==> src/rtl/crd_pkg.sv <==
package crd_pkg;
  localparam int WORD_W = 16;
  localparam int SEL_W  = 32;

  typedef enum logic [2:0] {
    ST_IDLE,
    ST_SEL_HI,
    ST_SEL_LO,
    ST_WAIT,
    ST_READY,
    ST_RES_LO,
    ST_ILL
  } crd_state_e;

  localparam logic [WORD_W-1:0] CODE_NOT_READY = 16'h0000;
  localparam logic [WORD_W-1:0] CODE_BUS_ERR   = 16'h0001;
  localparam logic [WORD_W-1:0] CODE_ILLEGAL   = 16'h0002;
endpackage

==> src/rtl/crd_cmd_decode.sv <==
module crd_cmd_decode #(
  parameter int          WORD_W  = 16,
  parameter logic [15:0] OPC_READ = 16'hC3A0,
  parameter logic [15:0] OPC_NOP  = 16'h0000
) (
  input  logic [WORD_W-1:0] word,
  output logic              is_read,
  output logic              is_nop
);
  always_comb begin
    is_read = (word == OPC_READ[WORD_W-1:0]);
    is_nop  = (word == OPC_NOP[WORD_W-1:0]);
  end
endmodule

==> src/rtl/crd_narrow_mask.sv <==
module crd_narrow_mask #(
  parameter int                   SEL_W    = 32,
  parameter int                   N_NARROW = 2,
  parameter int                   WID_W    = 6,
  parameter logic [N_NARROW*SEL_W-1:0] NARROW_SELS = {32'h0000_0C04, 32'h0000_080E},
  parameter logic [N_NARROW*WID_W-1:0] NARROW_WIDS = {6'd8, 6'd16}
) (
  input  logic [SEL_W-1:0] sel,
  output logic [SEL_W-1:0] mask
);
  logic [N_NARROW-1:0]   hit;
  logic [SEL_W-1:0]      part [N_NARROW];

  for (genvar i = 0; i < N_NARROW; i++) begin : g_narrow
    localparam logic [SEL_W:0] ONES = (({{SEL_W{1'b0}}, 1'b1}) << NARROW_WIDS[i*WID_W +: WID_W]) - 1'b1;
    assign hit[i]  = (sel == NARROW_SELS[i*SEL_W +: SEL_W]);
    assign part[i] = hit[i] ? ONES[SEL_W-1:0] : '0;
  end

  always_comb begin
    mask = '0;
    for (int i = 0; i < N_NARROW; i++) mask = mask | part[i];
    if (hit == '0) mask = '1;
  end
endmodule

==> src/rtl/crd_capture.sv <==
module crd_capture #(
  parameter int SEL_W = 32
) (
  input  logic             clk,
  input  logic             rst,
  input  logic             cap_en,
  input  logic [SEL_W-1:0] rdata,
  input  logic             err,
  input  logic [SEL_W-1:0] mask,
  output logic [SEL_W-1:0] value,
  output logic             faulted
);
  always_ff @(posedge clk) begin
    if (rst) begin
      value   <= '0;
      faulted <= 1'b0;
    end else if (cap_en) begin
      value   <= rdata & mask;
      faulted <= err;
    end
  end
endmodule

==> src/rtl/crd_read_handler.sv <==
module crd_read_handler
  import crd_pkg::*;
#(
  parameter logic [15:0] OPC_READ = 16'hC3A0,
  parameter logic [15:0] OPC_NOP  = 16'h0000
) (
  input  logic              clk,
  input  logic              rst,
  input  logic              rx_valid,
  input  logic [WORD_W-1:0] rx_word,
  output logic              tx_status,
  output logic [WORD_W-1:0] tx_data,
  output logic              reg_req,
  output logic [SEL_W-1:0]  reg_sel,
  input  logic              reg_ack,
  input  logic              reg_err,
  input  logic [SEL_W-1:0]  reg_rdata
);
  localparam int HALF = SEL_W / 2;

  crd_state_e        state;
  logic [WORD_W-1:0] sel_hi;
  logic              is_read, is_nop;
  logic [SEL_W-1:0]  mask, value;
  logic              faulted, cap_en;
  crd_state_e        cmd_next;

  crd_cmd_decode #(.WORD_W(WORD_W), .OPC_READ(OPC_READ), .OPC_NOP(OPC_NOP)) u_dec (
    .word(rx_word), .is_read(is_read), .is_nop(is_nop));

  crd_narrow_mask #(.SEL_W(SEL_W)) u_mask (.sel(reg_sel), .mask(mask));

  assign cap_en = (state == ST_WAIT) && reg_ack;

  crd_capture #(.SEL_W(SEL_W)) u_cap (
    .clk(clk), .rst(rst), .cap_en(cap_en), .rdata(reg_rdata), .err(reg_err),
    .mask(mask), .value(value), .faulted(faulted));

  // State after a word decoded in a slot whose answer is already taken.
  always_comb begin
    if (is_read)     cmd_next = ST_SEL_HI;
    else if (is_nop) cmd_next = ST_IDLE;
    else             cmd_next = ST_ILL;
  end

  always_ff @(posedge clk) begin
    if (rst) begin
      state     <= ST_IDLE;
      tx_status <= 1'b1;
      tx_data   <= CODE_NOT_READY;
      reg_req   <= 1'b0;
      reg_sel   <= '0;
      sel_hi    <= '0;
    end else begin
      if (cap_en) begin
        reg_req <= 1'b0;
        state   <= ST_READY;
      end
      if (rx_valid) begin
        case (state)
          ST_IDLE, ST_ILL: begin
            tx_status <= 1'b1;
            if (state == ST_ILL)          tx_data <= CODE_ILLEGAL;
            else if (is_read || is_nop)   tx_data <= CODE_NOT_READY;
            else                          tx_data <= CODE_ILLEGAL;
            if (state == ST_ILL)          state <= cmd_next;
            else                          state <= is_read ? ST_SEL_HI : ST_IDLE;
          end
          ST_SEL_HI: begin
            sel_hi    <= rx_word;
            tx_status <= 1'b1;
            tx_data   <= CODE_NOT_READY;
            state     <= ST_SEL_LO;
          end
          ST_SEL_LO: begin
            reg_sel   <= {sel_hi, rx_word};
            reg_req   <= 1'b1;
            tx_status <= 1'b1;
            tx_data   <= CODE_NOT_READY;
            state     <= ST_WAIT;
          end
          ST_WAIT: begin
            tx_status <= 1'b1;
            tx_data   <= CODE_NOT_READY;
          end
          ST_READY: begin
            if (faulted) begin
              tx_status <= 1'b1;
              tx_data   <= CODE_BUS_ERR;
              state     <= cmd_next;
            end else begin
              tx_status <= 1'b0;
              tx_data   <= value[SEL_W-1:HALF];
              state     <= ST_RES_LO;
            end
          end
          ST_RES_LO: begin
            tx_status <= 1'b0;
            tx_data   <= value[HALF-1:0];
            state     <= cmd_next;
          end
          default: state <= ST_IDLE;
        endcase
      end
    end
  end
endmodule

==> config.mk <==
export PLATFORM = sky130hd
export DESIGN_NAME = crd_read_handler
export DESIGN_NICKNAME = d
export VERILOG_FILES = /design/src/rtl/crd_pkg.sv /design/src/rtl/crd_cmd_decode.sv /design/src/rtl/crd_narrow_mask.sv /design/src/rtl/crd_capture.sv /design/src/rtl/crd_read_handler.sv
export SDC_FILE = /design/constraint.sdc
export NUM_CORES = 1
export LEC_CHECK = 0
export BUFFER_PORTS_ARGS = -buffer_cell sky130_fd_sc_hd__buf_2
export CELL_PAD_IN_SITES_DETAIL_PLACEMENT = 0
export CELL_PAD_IN_SITES_GLOBAL_PLACEMENT = 1
export CORE_MARGIN = 1
export CORE_UTILIZATION = 35
export CTS_CLUSTER_DIAMETER = 50
export CTS_CLUSTER_SIZE = 12
export DETAILED_ROUTE_END_ITERATION = 7
export PLACE_DENSITY_LB_ADDON = 0.2
export SLEW_MARGIN = 20
export SYNTH_ARGS = -nofsm -noshare
export SYNTH_HDL_FRONTEND = slang
export SYNTH_SLANG_ARGS = --single-unit
==> constraint.sdc <==
create_clock -name clk -period 1.35 [get_ports clk]
set_input_delay 0 -clock clk [delete_from_list [all_inputs] [get_ports clk]]
set_output_delay 0 -clock clk [all_outputs]
set_load 0.02 [all_outputs]
==> metrics.md, run 1 <==
| Metric | Value |
|---|---|
| Core Util, Final | `0.568` |
| DR vias | `roughly 4600` |
| Seq cells post-synth | `between 100 and 150` |
| Post-synthesis cell area | `between 0.004 and 0.005 mm2` |
| ANT cells | `0` |
| Full die area | `approximately 0.013 mm2` |
| # H-tree levels | `3` |
| Status | `finished with violations` |
| Post-Synthesis Cells | `512` |
| Synth Warn # | `0` |
| Unrepaired setup endpoints after global routing | `yes` |
| Initial DRC Count | `between 150 and 200` |
| Clock share of power | `0.430` |
| Crit-path slowest cell | `dfxtp_4` |
| Logic pwr share | `0.065` |
| Area contributors post-synth | `dfxtp_1 (47%), nand2_1 (12%), a21oi_1 (7.4%)` |
| Clk sinks | `~100` |
| Final Non-Filler Cells | `between 800 and 900` |
| CP Data Arrival Time | `between 1500 and 2000 ps` |
| Final hold violations | `0` |
| Leakage power | `2.65 nW` |
| CP Data Required Time | `1630 ps` |
| Worst path max stage delay | `430 ps` |
| Fin crit share | `1.09` |
| Critical Path End Type | `flip-flop` |
| Dpl hpwl | `8760 um` |
| Critical-path cell list | `inv_6 -> buf_12 -> nor4_4 -> buf_4 -> clkbuf_16 -> nand2_1 -> a21oi_1` |
| Hold Path Class | `in2reg` |
| Critical path type | `reg2reg` |
| Seq/Total Area, Yosys | `0.474` |
| First-pass GRT wire length | `~22000 um` |
| Port bufs | `just over 100` |
| CTS tree | `built` |
| Die X | `~110 um` |
| Net switching power | `between 1 and 1.5 mW` |
| Worst r2r src | `state[0]` |
| Root Driver | `clkbuf_16` |
| Rows | `40` |
| Core box area | `between 0.01 and 0.015 mm2` |
| Final setup viols | `a little over 70` |
| Worst hold start | `rx_word[6]` |
| Max Clock Freq | `between 600 and 700 MHz` |
| TritonCTS buffer count | `9` |
| Top-count cell post-synth | `nand2_1` |
| GRT met1 Usage | `0.280` |
| VDD IR-drop max | `about 0.7 mV` |
| Initial antenna violation count | `0` |
| Internal power | `~4.6 mW` |
| Met2 global-route usage | `0.374` |
| Cell taking the most area after synthesis | `dfxtp_1` |
| Startpoint Class | `flip-flop` |
| Synth top cells by count | `nand2_1 (142), dfxtp_1 (102), a21oi_1 (64)` |
| Switching Share | `0.231` |
| Clock Tree Buf Depth | `2` |
| Vias/cell | `roughly 5.3` |
| P per Cell Area | `between 800 and 900 mW/mm2` |
| PnR worst setup slack | `-126 ps` |
| Num ports | `around 100` |
| Number of enable flip-flop cells after synthesis | `0` |
| Gr ovfl total | `0` |
| Synth top area share | `0.474` |
| Ratio of cells with drive above 1 in the final layout | `0.410` |
| Fill cell count | `approximately 1100` |
| Vias in the first global route | `roughly 4200` |
| Final wirelength | `14700 um` |
| Area grow syn2layout | `58.4%` |
| Post-route antenna net violation count | `0` |
| GRT Util Overall | `0.219` |
| Slew @ Worst Pin | `about 380 ps` |
| Clk_skew | `9.96 ps` |
| DRT Pass-1 Iters | `5` |
| Die Y | `roughly 110 um` |
| Routed WL per cell | `17.1 um` |
| Busiest grt layer | `met2` |
| Crit-path max FO | `8` |
| DRC viols | `0` |
| Distinct cell type count after synthesis | `just over 40` |
| Syn_area_per_cell | `approximately 8.4 um2` |
| Starting Density | `0.359` |
| Final #Nets | `760` |
| Placed cells | `between 700 and 800` |
| Failing checks | `setup timing` |
| CTS clock-pin slew for the worst setup and hold paths | `~70 ps` |
| Max Cap Viol | `0` |
| GRT met3 Usage | `0.0348` |
| Pin count of the biggest net entering global routing | `80` |
| Crit path from | `state[0]` |
| Asr flop ratio synth | `0` |
| Reg power frac | `0.505` |
| Most used DFF post-synth | `dfxtp_1` |
| Tmin final | `1480 ps` |
| Slew HR | `0.744` |
| Pins Over Slew Limit | `0` |
| Clk_lat worst skew | `between 300 and 400 ps` |
| GP Congestion | `about 0.8` |
| Synth Net Count | `about 570` |
## routing by layer
layer | share of wire | wire length (um)
met5 | 0 | 0
met4 | 0.019 | 273
met3 | 0.039 | 580
met2 | 0.50 | 7330
met1 | 0.44 | 6530
## flip-flops by register name (all words and copies together) (netlist names)
| signal | flops |
|---|---|
| reg_req | 1 |
| sel_hi | 16 |
| reg_sel | 32 |
| tx_data | 16 |
| state | 3 |
| u_cap.faulted | 1 |
| tx_status | 1 |
| u_cap.value | 32 |
## power by group through the flow
| stage | clock [mW] | combinational [mW] | sequential (mW) |
|---|---|---|---|
| 2_1_floorplan | 0 | 0.0835 | 3.09 |
| 3_3_place_gp | 0 | 0.254 | 3.08 |
| 3_5_place_dp | 0 | 0.256 | 3.08 |
| 4_1_cts | 2.60 | 0.359 | 3.01 |
| 5_1_grt | 2.75 | 0.412 | 3.01 |
| 6_report | 2.56 | 0.386 | 3.01 |
## worst max-delay path, delay by kind of cell (launching register included)
kind / cells / cell delay [ps]
DFF: 1 / 430
AOI/OAI and AO/OA: 1 / 140
buffers and inverters: 4 / 540
and+or+nand+nor: 2 / 290
## final timing paths
check                 to  slack, ps  depth (start not counted)
min reg2reg  reg_sel[30]        450                          2
max            sel_hi[5]       -130                          7
max reg2reg    sel_hi[5]       -130                          7
min           reg_sel[6]         30                          4
## layout by cell type (no fill, tap or decap), drive strengths merged, types with 2 or more instances in the layout
| cell type | count |
|---|---|
| buf | 175 |
| nand2 | 142 |
| dfxtp | 102 |
| a21oi | 64 |
| dlygate4sd3 | 45 |
| o22ai | 26 |
| nand3b | 24 |
| a22oi | 22 |
| clkbuf | 19 |
| a2bb2oi | 16 |
| o2bb2ai | 14 |
| nor4 | 11 |
| nor2 | 8 |
| nand3 | 6 |
| nand4 | 4 |
| inv | 4 |
| or4 | 4 |
| nand2b | 3 |
| nor4b | 3 |
| or3 | 2 |
| nor3 | 2 |
| o21ai | 2 |
## cell type report
type	instances	area, um2	area share
clock buffer	13	260	0.0381
clock inverter	3	26.3	0.00385
inverter	2	12.5	0.00183
multi-input combinational	366	2400	0.352
sequential	102	2060	0.302
tap	147	184	0.0270
timing repair buffer	226	1880	0.275
## through the flow
step / setup TNS (ps) / setup slack [ps] / hold WS [ps] / cell area, um2 / power, mW
finish: -2500 / -126 / 29.5 / 6820 / 5.96
global route: -7280 / -155 / 40.0 / 6820 / 6.17
CTS: -1020 / -59.7 / 31.6 / 6310 / 5.97
detailed placement: -4980 / -145 / 251 / 5420 / 3.34
global placement: -5180 / -173 / 249 / 5420 / 3.34
floorplan: -990 / -44.8 / 128 / 4350 / 3.17
## kinds of logic after synthesis
kind of cell    count (synthesis)  share of synthesized area
simple gates                  212                      0.238
compound gates                153                      0.235
flops                         102                      0.474
buf+inv                        45                     0.0534
## what timing repair did
item / 4_1_cts / 5_1_grt
endpoints found under the setup margin: 89 / 100
resized for setup: 26 / 78
hold endpoints to repair: 56 / 0
cloned: 2 / 8
pin swaps: 11 / 35
buffers inserted: 4 / 7
hold buffers: 45 / 0
Power figures use the tool's default switching activity.
==> inputs of run 2 (changes only) <==
PLACE_DENSITY = 0.72   (was unset)
PLACE_DENSITY_LB_ADDON = unset   (was 0.2)
==> metrics.md, run 2 (synthesized netlist as in run 1, its figures left out) <==
| Metric | Value |
|---|---|
| Status | `finished with violations` |
| Failing checks | `setup timing` |
| CTS clock-pin slew for the worst setup and hold paths | `60 ps (about the same)` |
| DRC viols | `0 (unchanged)` |
| Area of the multi-input gates | `0.00230 mm2 (-4.5%)` |
| Final hold violations | `0 (unchanged)` |
| Register area | `0.00206 mm2 (unchanged)` |
| GP Congestion | `0.838 (+6.3%)` |
| Starting Density | `0.359 (unchanged)` |
| Crit-path slowest cell | `dfxtp_4` |
| Routed WL per cell | `17.0 um (-0.52%)` |
| DR vias | `4616 (+1.1%)` |
| Final Power | `5.80 mW (-2.6%)` |
| DRT Pass-1 Iters | `4 (-1)` |
| Max Cap Viol | `0 (unchanged)` |
| Die Y | `113 um (unchanged)` |
| Pins Over Slew Limit | `0 (unchanged)` |
| Clk_skew | `3.59 ps (-6.37 ps)` |
| First-pass GRT wire length | `22300 um (+2.4%)` |
| Hold Path Class | `in2reg` |
| Placed cells | `780 (+0.26%)` |
| Core box area | `0.0120 mm2 (unchanged)` |
| Unrepaired setup endpoints after global routing | `yes` |
| Die X | `113 um (unchanged)` |
| Clock Tree Buf Depth | `2 (unchanged)` |
| Worst-case reg-to-reg path depth | `5 (-2)` |
| Final Non-Filler Cells | `856 (-0.35%)` |
| Worst r2r src | `state[2]` |
| Critical-path cell list | `and2b_2 -> and3_4 -> clkbuf_16 -> nand2_1 -> a21oi_1` |
| Pin count of the biggest net entering global routing | `52 (-35%)` |
| Setup TNS | `-2230 ps (+278 ps)` |
| Vias/cell | `5.39 (+1.5%)` |
| Full die area | `0.0128 mm2 (unchanged)` |
| GRT Util Overall | `0.225 (+0.00594)` |
| Leading cell type in the layout, fill and taps excluded | `nand2_1` |
| Slew HR | `0.764 (+0.0196)` |
| Vias in the first global route | `4452 (+4.9%)` |
| Num ports | `103 (unchanged)` |
| Clk_lat worst skew | `350 ps (about the same)` |
| Initial DRC Count | `270 (+44%)` |
| End of the critical path | `reg_sel[1]` |
| Dpl hpwl | `9050 um (+3.2%)` |
| Clk sinks | `102 (unchanged)` |
| CP Data Arrival Time | `1690 ps (-60 ps)` |
| Ratio of cells with drive above 1 in the final layout | `0.374 (-0.0363)` |
| Crit path from | `state[2]` |
| Reg2Reg Setup Slack | `-60 ps (+60 ps)` |
| Critical Path End Type | `flip-flop` |
| Final wirelength | `14600 um (-0.87%)` |
| Fin crit share | `1.05 (-0.0481)` |
| Max Clock Freq | `708 MHz (+4.6%)` |
| TritonCTS buffer count | `9 (unchanged)` |
| Leakage power | `2.57 nW (-3.2%)` |
| Crit-path max FO | `11 (+3)` |
| Commonest non-fill, non-tap cells in the layout | `nand2_1 (130), buf_2 (102), dfxtp_1 (94), a21oi_1 (53), buf_4 (49)` |
| P per Cell Area | `873 mW/mm2 (about the same)` |
| Critical path type | `reg2reg` |
| Worst path max stage delay | `380 ps (-50 ps)` |
| Post-route antenna net violation count | `0 (unchanged)` |
| Port bufs | `102 (unchanged)` |
| ANT cells | `0 (unchanged)` |
| Root Driver | `clkbuf_16` |
| Biggest regs | `reg_sel: 32 flops, u_cap.value: 32 flops` |
| FF-to-FF End | `reg_sel[1]` |
| Rows | `40 (unchanged)` |
| Slew @ Worst Pin | `351 ps (-32.7 ps)` |
| CTS tree | `built` |
| CP Data Required Time | `1630 ps (about the same)` |
| Final #Nets | `758 (-0.26%)` |
| Area grow syn2layout | `54.3%` |
| VDD IR-drop max | `0.804 mV (+13%)` |
| Gr ovfl total | `0 (unchanged)` |
| PnR worst setup slack | `-61.5 ps (+65.0 ps)` |
| Fill cell count | `1121 (+2.7%)` |
| Tmin final | `1410 ps (-65.0 ps)` |
| Startpoint Class | `flip-flop` |
| Initial antenna violation count | `0 (unchanged)` |
| # H-tree levels | `3 (unchanged)` |
| Final setup viols | `69 (-2.8%)` |
run 2: power breakdown:
group	total (mW)	switching (mW)	internal (mW)
combinational	0.371	0.179	0.192
sequential	3.01	0.00205	3.01
clock	2.42	1.08	1.34
total	5.80	1.26	4.54
run 2: timing repair:
item | 4_1_cts | 5_1_grt
gates resized for setup | 36 | 48
hold endpoints to repair | 57 | 0
pin swaps | 21 | 29
setup endpoints to repair | 90 | 96
hold buffers | 45 | 0
setup buffers | 7 | 2
gates cloned | 3 | 4
run 2: cell type report:
cell class,instances,share of cell area
clock buffers,14,0.0397
clock inverters,1,0.000753
inverters,2,0.00226
multi-input cells,366,0.345
flip-flops and latches,102,0.310
well taps,147,0.0277
repair buffers,224,0.274
run 2: per-stage QoR:
step	utilization	worst slack, ps	hold WS (ps)	area [um2]
final	0.553	-61.5	38.6	6650
after global routing	0.553	-116	42.1	6650
after CTS	0.528	-75.2	24.2	6340
after detailed placement	0.450	-184	255	5410
after global placement	0.450	-102	250	5410
after floorplan	-	-44.8	128	4350
run 2: layer usage:
layer	vias up	wire length, um	global-route usage
met1	2234	6270	0.271
met2	142	7360	0.397
li1	2227	-	-
met5	-	0	0
met4	0	159	0.0719
met3	13	797	0.0503
run 2: worst min-delay path by stage:
stage                           start             to  cells past startpoint
after floorplan           rx_word[11]    reg_sel[11]                      2
after global placement        reg_err  u_cap.faulted                      3
after detailed placement      reg_err  u_cap.faulted                      3
after CTS                  rx_word[8]     reg_sel[8]                      4
after global routing       rx_word[8]      sel_hi[8]                      4
final                      rx_word[8]      sel_hi[8]                      4
run 2: worst max-delay path: cells and delay by family, from the launching register on:
family,cells,cell delay (ps)
simple gates,3,640
buf+inv,1,190
compound gates,1,130
flops,1,380
==> inputs of run 3 (changes only) <==
==> constraint.sdc (replaced) <==
create_clock -name clk -period 1.35 [get_ports clk]
set_input_delay 0.135 -clock clk [delete_from_list [all_inputs] [get_ports clk]]
set_output_delay 0.135 -clock clk [all_outputs]
set_load 0.02 [all_outputs]
==> metrics.md, run 3 (synthesized netlist as in run 1, its figures left out) <==
| Metric | Value |
|---|---|
| Register area | `0.00206 mm2 (+0.12%)` |
| Final setup viols | `89 (+29%)` |
| Startpoint Class | `flip-flop` |
| Unrepaired setup endpoints after global routing | `yes` |
| Core box area | `0.0120 mm2 (unchanged)` |
| Tmin final | `1430 ps (+19.4 ps)` |
| Setup TNS | `-3420 ps (-1200 ps)` |
| Root Driver | `clkbuf_16` |
| Gr ovfl total | `0 (unchanged)` |
| DRT Pass-1 Iters | `4 (unchanged)` |
| GRT Util Overall | `0.220 (-0.00462)` |
| Non-Filler Cell Area, Final | `0.00640 mm2 (-3.8%)` |
| Die Y | `113 um (unchanged)` |
| Leading cell type in the layout, fill and taps excluded | `nand2_1` |
| Fin crit share | `1.06 (+0.0144)` |
| P per Cell Area | `935 mW/mm2 (+7.1%)` |
| Failing checks | `setup timing` |
| Final Power | `5.98 mW (+3.1%)` |
| Full die area | `0.0128 mm2 (unchanged)` |
| Pins Over Slew Limit | `0 (unchanged)` |
| Busiest grt layer | `met2` |
| Starting Density | `0.359 (unchanged)` |
| Port bufs | `102 (unchanged)` |
| Dpl hpwl | `9150 um (+1.1%)` |
| DR vias | `4489 (-2.8%)` |
| Clk sinks | `102 (unchanged)` |
| Worst hold start | `reg_rdata[0]` |
| Final hold violations | `0 (unchanged)` |
| Dpl cell area | `0.00543 mm2 (+0.32%)` |
| Leakage power | `2.43 nW (-5.4%)` |
| ANT cells | `0 (unchanged)` |
| CTS Hold Buffers Added | `0 (-100%)` |
| Num ports | `103 (unchanged)` |
| Slew HR | `0.759 (-0.00486)` |
| Vias in the first global route | `4210 (-5.4%)` |
| Die X | `113 um (unchanged)` |
| Min Hold Slack | `19.9 ps (-18.7 ps)` |
| Routed WL per cell | `17.8 um (+4.8%)` |
| Hold Path Class | `in2reg` |
| Worst r2r src | `state[1]` |
| CTS tree | `built` |
| Crit path from | `state[1]` |
| Critical Path End Type | `flip-flop` |
| PnR worst setup slack | `-80.9 ps (-19.4 ps)` |
| VDD IR-drop max | `0.530 mV (-34%)` |
| Commonest non-fill, non-tap cells in the layout | `nand2_1 (129), buf_2 (102), dfxtp_1 (92), buf_4 (53), a21oi_1 (39)` |
| Max Cap Viol | `0 (unchanged)` |
| Final wirelength | `14600 um (-0.14%)` |
| Pin count of the biggest net entering global routing | `51 (-1.9%)` |
| GRT met3 Usage | `0.0402 (-0.0102)` |
| Vias/cell | `5.50 (+2.0%)` |
| Crit-path max FO | `18 (+7)` |
| DRC viols | `0 (unchanged)` |
| TritonCTS buffer count | `9 (unchanged)` |
| Clk_skew | `7.90 ps (+4.30 ps)` |
| Status | `finished with violations` |
| Rows | `40 (unchanged)` |
| GP Congestion | `0.824 (-1.6%)` |
| CTS clock-pin slew for the worst setup and hold paths | `70 ps (about the same)` |
| GRT met1 Usage | `0.278 (+0.00739)` |
| Final #Nets | `717 (-5.4%)` |
| Initial antenna violation count | `0 (unchanged)` |
| CP Data Arrival Time | `1670 ps (-20 ps)` |
| Slew @ Worst Pin | `361 ps (+10.5 ps)` |
| First-pass GRT wire length | `21600 um (-3.3%)` |
| # H-tree levels | `3 (unchanged)` |
| Area of the multi-input gates | `0.00245 mm2 (+6.9%)` |
| Biggest regs | `reg_sel: 32 flops, u_cap.value: 32 flops` |
| Post-route antenna net violation count | `0 (unchanged)` |
| Clk_lat worst skew | `360 ps (about the same)` |
| Initial DRC Count | `208 (-23%)` |
| Max Clock Freq | `699 MHz (-1.4%)` |
| Fill cell count | `1136 (+1.3%)` |
| Clock Tree Buf Depth | `2 (unchanged)` |
| Met2 global-route usage | `0.372 (-0.0243)` |
| CP Data Required Time | `1580 ps (-50 ps)` |
| Area grow syn2layout | `48.5%` |
| Critical path type | `reg2reg` |
| Ratio of cells with drive above 1 in the final layout | `0.447 (+0.0732)` |
run 3: layout make-up:
type	count	share of cell area
multi-input combinational	366	0.384
sequential	102	0.322
clock inverter	4	0.00861
inverter	2	0.00196
clock buffer	12	0.0385
tap	147	0.0288
timing repair buffer	183	0.216
run 3: worst paths after layout:
path	end	slack (ps)	cells after the start
setup / recovery	u_cap.value[12]	-80	6
hold / removal	u_cap.value[0]	20	3
setup reg to reg	u_cap.value[12]	-80	6
hold reg to reg	u_cap.value[2]	460	2
run 3: per-layer routing:
| layer | vias up | wire length, um |
|---|---|---|
| met5 | - | 0 |
| li1 | 2149 | - |
| met2 | 138 | 7380 |
| met3 | 16 | 699 |
| met1 | 2186 | 6250 |
| met4 | 0 | 236 |
run 3: worst max-delay path, stage by stage, from the launching register on:
cell and delay (ps):
dfxtp_4 390, buf_6 100, and2b_2 210, nand3_2 120, buf_6 180, a22oi_1 190, o22ai_1 90
run 3: stage by stage:
stage | cells | setup WS, ps | util
6_report | 816 | -80.9 | 0.533
5_1_grt | 816 | -149 | 0.533
4_1_cts | 806 | -66.4 | 0.490
3_5_place_dp | 784 | -183 | 0.452
3_3_place_gp | 784 | -158 | 0.452
2_1_floorplan | 512 | -44.8 | -
run 3: power breakdown:
part	leakage, nW	switching, mW	internal, mW
Sequential	0.828	0.00290	3.00
Clock	0.143	1.18	1.50
Combinational	1.46	0.174	0.124
Total	2.43	1.35	4.63
run 3: repair_timing:
item,in CTS,in global routing
cloned,2,4
resized for setup,30,85
hold endpoints to repair,0,0
endpoints found under the setup margin,96,99
setup buffers,4,6
pin swaps,7,31
